--- config.mk ---
export PLATFORM = sky130hd
export DESIGN_NAME = hbridge_gate_seq
export DESIGN_NICKNAME = d
export VERILOG_FILES = /design/src/rtl/hbg_pkg.sv /design/src/rtl/hbg_pattern.sv /design/src/rtl/hbg_deadtime.sv /design/src/rtl/hbridge_gate_seq.sv
export SDC_FILE = /design/constraint.sdc
export NUM_CORES = 1
export LEC_CHECK = 0
export ABC_CLOCK_PERIOD_IN_PS = 2590
export BUFFER_PORTS_ARGS = -buffer_cell sky130_fd_sc_hd__buf_2
export CAP_MARGIN = 30
export CORE_UTILIZATION = 55
export DETAILED_ROUTE_END_ITERATION = 12
export GPL_TIMING_DRIVEN = 0
export PLACE_DENSITY_LB_ADDON = 0.08
export SYNTH_ARGS = -nofsm -noshare
export SYNTH_HDL_FRONTEND = slang
export SYNTH_SLANG_ARGS = --single-unit
--- constraint.sdc ---
create_clock -name clk -period 2.59 [get_ports clk]
set_input_delay 0.3885 -clock clk [delete_from_list [all_inputs] [get_ports clk]]
set_output_delay 0.3885 -clock clk [all_outputs]
set_load 0.02 [all_outputs]
--- src/rtl/hbg_pkg.sv ---
package hbg_pkg;
  localparam int unsigned GATES = 4;
  localparam int unsigned HI1 = 0;
  localparam int unsigned LO1 = 1;
  localparam int unsigned HI2 = 2;
  localparam int unsigned LO2 = 3;
  typedef logic [GATES-1:0] gate_vec_t;
endpackage

--- src/rtl/hbg_pattern.sv ---
module hbg_pattern
  import hbg_pkg::*;
(
  input  logic      ph_en_i,
  input  logic      dir_i,
  input  logic      chop_off_i,
  input  logic      slow_i,
  output gate_vec_t want_o
);
  always_comb begin
    want_o = '0;
    if (ph_en_i) begin
      if (!chop_off_i) begin
        if (dir_i) begin
          want_o[HI1] = 1'b1;
          want_o[LO2] = 1'b1;
        end else begin
          want_o[HI2] = 1'b1;
          want_o[LO1] = 1'b1;
        end
      end else if (slow_i) begin
        want_o[HI1] = 1'b1;
        want_o[HI2] = 1'b1;
      end else if (dir_i) begin
        want_o[LO1] = 1'b1;
      end else begin
        want_o[LO2] = 1'b1;
      end
    end
  end
endmodule

--- src/rtl/hbg_deadtime.sv ---
module hbg_deadtime #(
  parameter int unsigned DT_CYC = 125
) (
  input  logic clk,
  input  logic rst_n,
  input  logic reload_i,
  output logic ready_o
);
  localparam int unsigned CW = (DT_CYC < 2) ? 1 : $clog2(DT_CYC);
  localparam logic [CW-1:0] LOAD = CW'(DT_CYC - 1);

  logic [CW-1:0] wait_q;

  always_ff @(posedge clk or negedge rst_n) begin
    if (!rst_n) wait_q <= LOAD;
    else if (reload_i) wait_q <= LOAD;
    else if (wait_q != '0) wait_q <= wait_q - 1'b1;
  end

  assign ready_o = (wait_q == '0);
endmodule

--- src/rtl/hbridge_gate_seq.sv ---
module hbridge_gate_seq
  import hbg_pkg::*;
#(
  parameter int unsigned DT_CYC = 125
) (
  input  logic clk,
  input  logic rst_n,
  input  logic en_i,
  input  logic ph_en_i,
  input  logic dir_i,
  input  logic chop_off_i,
  input  logic slow_i,
  output logic g_hi1_o,
  output logic g_lo1_o,
  output logic g_hi2_o,
  output logic g_lo2_o
);
  localparam int unsigned AW = $clog2(DT_CYC + 1);

  gate_vec_t want, gate_q, gate_nx, gate_out;
  logic      any_drop, any_add, reload, dt_ready;

  hbg_pattern u_pattern (
    .ph_en_i    (ph_en_i),
    .dir_i      (dir_i),
    .chop_off_i (chop_off_i),
    .slow_i     (slow_i),
    .want_o     (want)
  );

  assign any_drop = |(gate_q & ~want);
  assign any_add  = |(want & ~gate_q);
  assign reload   = !en_i || any_drop;

  hbg_deadtime #(.DT_CYC(DT_CYC)) u_deadtime (
    .clk      (clk),
    .rst_n    (rst_n),
    .reload_i (reload),
    .ready_o  (dt_ready)
  );

  always_comb begin
    gate_nx = gate_q;
    if (!en_i)                   gate_nx = '0;
    else if (any_drop)           gate_nx = gate_q & want;
    else if (any_add && dt_ready) gate_nx = want;
  end

  always_ff @(posedge clk or negedge rst_n) begin
    if (!rst_n) gate_q <= '0;
    else        gate_q <= gate_nx;
  end

  assign gate_out = gate_q & {GATES{en_i}};
  assign g_hi1_o  = gate_out[HI1];
  assign g_lo1_o  = gate_out[LO1];
  assign g_hi2_o  = gate_out[HI2];
  assign g_lo2_o  = gate_out[LO2];

  // checker state: edges since the last turn-off or disabled edge
  logic [AW-1:0] quiet_age;
  always_ff @(posedge clk or negedge rst_n) begin
    if (!rst_n) quiet_age <= '0;
    else if (!en_i || (|(gate_q & ~gate_nx))) quiet_age <= '0;
    else if (quiet_age != AW'(DT_CYC)) quiet_age <= quiet_age + 1'b1;
  end


  leg1_excl_chk: assert property (@(posedge clk) disable iff (!rst_n)
    !(g_hi1_o && g_lo1_o));

  leg2_excl_chk: assert property (@(posedge clk) disable iff (!rst_n)
    !(g_hi2_o && g_lo2_o));

  dead_gap_chk: assert property (@(posedge clk) disable iff (!rst_n)
    (|(gate_nx & ~gate_q)) |-> (32'(quiet_age) >= DT_CYC - 1));

  disable_off_chk: assert property (@(posedge clk) disable iff (!rst_n)
    !en_i |-> (gate_out == '0));

  phase_off_chk: assert property (@(posedge clk) disable iff (!rst_n)
    !ph_en_i |=> (gate_q == '0));

  fast_no_high_chk: assert property (@(posedge clk) disable iff (!rst_n)
    (en_i && chop_off_i && !slow_i) |=> !(gate_q[HI1] || gate_q[HI2]));

  slow_no_low_chk: assert property (@(posedge clk) disable iff (!rst_n)
    (en_i && chop_off_i && slow_i) |=> !(gate_q[LO1] || gate_q[LO2]));
endmodule

* Word-level counts from Yosys, hierarchy flattened *
Index checks and enable logic that the tools add are counted.
W data, S select, Z words.

operators by class
  $add $sub $neg = 1
  eq/ne operators = 1
  mux-type cells = 13
  bitwise gates (word level) = 6
  reduce and logical (&&, ||, !) cells = 8

operators by type and width
  kind                   count
  $mux W4                5
  $and A4 B4 Y4          4
  $mux W7                2
  $not A4 Y4             2
  $reduce_or A4 Y1       2
  $logic_not A7 Y1       1
  $reduce_bool A7 Y1     1
  $sub A7 B1 Y7 const B  1
  $mux W1                5
  $ne A3 B1 Y1 const B   1
  $mux W2                1
  $reduce_bool A2 Y1     1
  $logic_and A1 B1 Y1    1
  $logic_not A1 Y1       1
  $logic_or A1 B1 Y1     1

word-level totals
  flip-flop bits (word level) = 11
  bits of input ports = 7
  output and inout port bits = 4
  logic and storage cells = 31

* Logic depth before layout (Yosys ltp) *
  word-level depth = 10
  gate-level depth with buffers = 6
  depth with buffers taken out = 6

* Modules after synthesis *
A second synthesis with hierarchy kept.

second synthesis, totals
  cell total of the unflattened synthesis = 76
  area, all modules = 729.4 µm²

modules (own cells, without submodules)
  module            instances  cells each  area each (µm²)  seq. area each (µm²)
  hbg_deadtime      1          42          419.2            181.4
  hbridge_gate_seq  1          25          247.7            100.1
  hbg_pattern       1          9           62.6             0.0

* Worst setup path after synthesis *
OpenSTA, ideal clock, no wires.

  path kind = register to register
  start point = reg u_deadtime.wait_q[3]
  end point = reg gate_q[0]
  library setup time = 67 ps
  arrival time = 1813 ps
  required time = 2523 ps
  setup slack = 711 ps
  stages on the path, launching flop included = 6
  buffers on the path = 0
  clock period less this slack = 1879 ps
  cell sequence = dfstp_2 > or3_4 > nor4b_4 > nand2_4 > a2111oi_4 > o2111a_1

between the ends
  cells in the longest elaborated chain, start to end = 3

ends and longest elaborated chain
  item                           line                    text
  start, declared                hbg_deadtime.sv:12      logic [CW-1:0] wait_q;
  start signal, assigned         hbg_deadtime.sv:17      else if (wait_q != '0) wait_q <= wait_q - 1'b1;
  $logic_not A7 Y1               hbg_deadtime.sv:20      assign ready_o = (wait_q == '0);
  $logic_and A1 B1 Y1            hbridge_gate_seq.sv:46  else if (any_add && dt_ready) gate_nx = want;
  $ne A3 B1 Y1 (no source line)  --
  end signal, assigned           hbridge_gate_seq.sv:51  else gate_q <= gate_nx;
  end, declared                  hbridge_gate_seq.sv:20  gate_vec_t want, gate_q, gate_nx, gate_out;

No other way between the ends.
A chain may end at the register's enable or synchronous reset.

* Final worst setup path *
Ends and elaborated chain as after synthesis.

==> impl_metrics.py <==
metrics = {
    "outcome": {
        "status": "complete, no violations",
    },
    "setup_path": {
        "max_stage_delay_ns": 0.55,
        "end_kind": "flip-flop",
        "reg2reg_depth": 5,
        "rr_startpoint": "u_deadtime.wait_q[3]$_DFFE_PN1P_",
        "critical_path_class": "reg2reg",
        "arrival_ns": 2.27,
        "crit_path_max_fanout": 9,
        "crit_required_ns": 2.80,
        "cpMaxStageDelayCell": "nor4b_4",
        "reg2reg_slack_ns": 0.53,
        "worst_r2r_endpoint": "gate_q[0]$_DFFE_PN0P_",
        "cp_cell_sequence": "or3_4 > nor4b_4 > nand2_4 > a2111oi_4 > o2111a_1",
        "cp-start-kind": "flip-flop",
    },
    "grt": {
        "track_usage": 0.235,
        "grt_pass1_wl_um": 2450,
        "antenna_found_initial": 0,
        "grt_max_degree": 12,
        "gr-total-overflow": 0,
        "grt_pass1_vias": 544,
    },
    "worst_hold_path": {
        "min_path_cells": 2,
        "hp-class": "in2reg",
        "holdPathEnd": "gate_q[1]$_DFFE_PN0P_",
        "holdCritStartpoint": "en_i",
    },
    "cells_and_area": {
        "seqCellArea_um2": 282,
        "fillCellCount": 108,
        "multiInputGateArea_um2": 484,
        "layout.nets": 105,
        "final_cell_mix": "nand2_1 (7), buf_2 (7), dfrtp_1 (6)",
        "drive_gt1_frac": 0.295,
        "area_growth_pct": 11.3,
        "antennaDiodeCount": 0,
    },
    "detailed_routing": {
        "drcViolationCount": 0,
        "wl_per_cell_um": 13.7,
        "route.antenna.remaining_nets": 0,
        "viasPerCell": 5.79,
        "routed_wl_um": 1510,
        "dr.pass1.iters": 4,
        "via_count": 637,
        "drt_iter0_drc": 15,
    },
    "sta": {
        "worst_slew_pin_slew_ns": 0.613,
        "post-route-period-util": 0.797,
        "setup_viol": 0,
        "slew_violations": 0,
        "tns_ns": 0,
        "fmax_mhz": 485,
        "rsz0062_at_grt": "false",
        "fin_skew_ns": 0.00287,
        "final.min_clock_period_ns": 2.06,
        "slew_headroom": 0.590,
        "worst_slack_ns": 0.527,
        "final_hold_viol_count": 0,
    },
    "power_and_ir_drop": {
        "swShare": 0.282,
        "p_clk_frac": 0.307,
        "internal_power_w": 0.000270,
        "comb_power_share": 0.187,
        "peakVddDrop_mv": 0.267,
        "seqPwrFrac": 0.506,
        "p_switching_w": 0.000106,
        "p_per_area_nw_per_um2": 417,
        "leakage_nw": 0.406,
    },
    "floorplanning": {
        "dieWidth_um": 40.4,
        "rows": 13,
        "pin_count": 11,
        "coreArea_um2": 1330,
        "fp.dieArea_um2": 1630,
        "start_util": 0.608,
        "die_h_um": 40.4,
    },
    "clock_network": {
        "clk_pin_slew_ns": 0.06,
        "cts_tree": "done",
        "cts_buffers": 3,
        "cts_setup_buffers": 0,
        "clockBufferDepth": 2,
        "root_buffer": "clkbuf_4",
        "clk_latency_ns": 0.27,
        "clock_sinks": 11,
        "ctsHtreeMaxLevel": 1,
    },
    "synth": {
        "async_flop_share": 1.00,
        "synth-main-ff-cell": "dfrtp_1",
        "synth_seq_cells": 11,
        "syn-instance-count": 83,
        "ys_seq_area_frac": 0.347,
        "synth-edff-count": 0,
        "syn_nets": 92,
        "synth_area_um2": 811,
        "synthDistinctLibCells": 39,
        "avgSynthCellArea_um2": 9.77,
        "synth_warnings": 0,
    },
    "placed_design": {
        "port_buffers": 7,
        "hpwlAfterDp_um": 1100,
        "finalWeightedCongestion": 0.795,
        "pre_cts_slack_ns": 0.552,
    },
    "run": {
        "cap_violations": 0,
    },
}
metal layers:
| layer | share of wire | GRT usage | wire, um |
|---|---|---|---|
| met1 | 0.51 | 0.325 | 777 |
| met2 | 0.43 | 0.325 | 649 |
| met3 | 0.042 | 0.0833 | 63 |
| met4 | 0.014 | 0.100 | 21 |
| met5 | 0 | 0 | 0 |
logic make-up (layout without fill, tap and decap cells):
| group | count (synthesis) | after routing | share of synthesized area |
|---|---|---|---|
| and+or+nand+nor | 37 | 37 | 0.287 |
| AOI/OAI and AO/OA | 20 | 20 | 0.222 |
| DFF | 11 | 11 | 0.347 |
| buffers and inverters | 8 | 20 | 0.0556 |
| xor gates and xnor gates | 4 | 4 | 0.0432 |
| adders and majority gates | 2 | 2 | 0.0309 |
| muxes | 1 | 1 | 0.0139 |
state kept, by name, indices dropped and copies added (netlist names):
register,count
gate_q,4
u_deadtime.wait_q,7
layout make-up:
class | count | share of cell area
plain buffers | 3 | 0.0291
clock buffers | 3 | 0.0250
clock inverters | 1 | 0.00555
inverters | 5 | 0.0208
multi-input cells | 64 | 0.537
flip-flops and latches | 11 | 0.312
well taps | 15 | 0.0208
repair buffers | 8 | 0.0499
synth_stat cells, types with 2 or more instances:
cell      n  area share
nand2_1   7       0.032
dfrtp_1   6        0.19
dfstp_2   5        0.16
inv_1     5       0.023
o21ai_0   5       0.031
nand3_1   4       0.025
nor2_1    4       0.019
xnor2_1   4       0.043
a21oi_1   3       0.019
and2_1    3       0.023
nand2b_1  3       0.023
o2111a_1  3       0.042
buf_4     2       0.019
ha_1      2       0.031
nor3_1    2       0.012
nor3b_1   2       0.019
timing repair:
action,4_1_cts,5_1_grt
hold endpoints to repair,6,0
resized for setup,0,0
hold buffers,1,0
how the worst max path moves through the flow:
| stage | startpoint | to | cells after the start |
|---|---|---|---|
| after global placement | u_deadtime.wait_q[3]$_DFFE_PN1P_ | gate_q[1]$_DFFE_PN0P_ | 5 |
| after CTS | u_deadtime.wait_q[3]$_DFFE_PN1P_ | gate_q[0]$_DFFE_PN0P_ | 5 |
| final | u_deadtime.wait_q[3]$_DFFE_PN1P_ | gate_q[0]$_DFFE_PN0P_ | 5 |
| after floorplan | u_deadtime.wait_q[3]$_DFFE_PN1P_ | gate_q[0]$_DFFE_PN0P_ | 5 |
| after detailed placement | u_deadtime.wait_q[3]$_DFFE_PN1P_ | gate_q[0]$_DFFE_PN0P_ | 5 |
| after global routing | u_deadtime.wait_q[3]$_DFFE_PN1P_ | gate_q[3]$_DFFE_PN0P_ | 5 |
stage by stage:
| stage | utilization | power [W] | std cells | hold slack, ns | area (um^2) |
|---|---|---|---|---|---|
| final | 0.676 | 0.000376 | 110 | 0.389 | 902 |
| after global routing | 0.676 | 0.000397 | 110 | 0.390 | 902 |
| after CTS | 0.676 | 0.000380 | 110 | 0.382 | 902 |
| after detailed placement | 0.648 | 0.000260 | 105 | 0.269 | 865 |
| after global placement | 0.648 | 0.000260 | 105 | 0.269 | 865 |
| after floorplan | - | 0.000244 | 83 | 0.0929 | 811 |
power by group through the flow:
stage / Combinational, W / Clock [W] / Sequential (W)
after CTS: 0.0000697 / 0.000120 / 0.000190
after global routing: 0.0000797 / 0.000126 / 0.000192
final: 0.0000702 / 0.000116 / 0.000190
after global placement: 0.0000673 / 0 / 0.000193
after detailed placement: 0.0000674 / 0 / 0.000193
after floorplan: 0.0000525 / 0 / 0.000191
worst max-delay path, delay by kind of cell (launching register included):
kind	cells	cell delay [ns]
flops	1	0.39
simple gates	3	1.05
compound gates	2	0.55
Note: power is estimated with default switching activity, not from simulation.
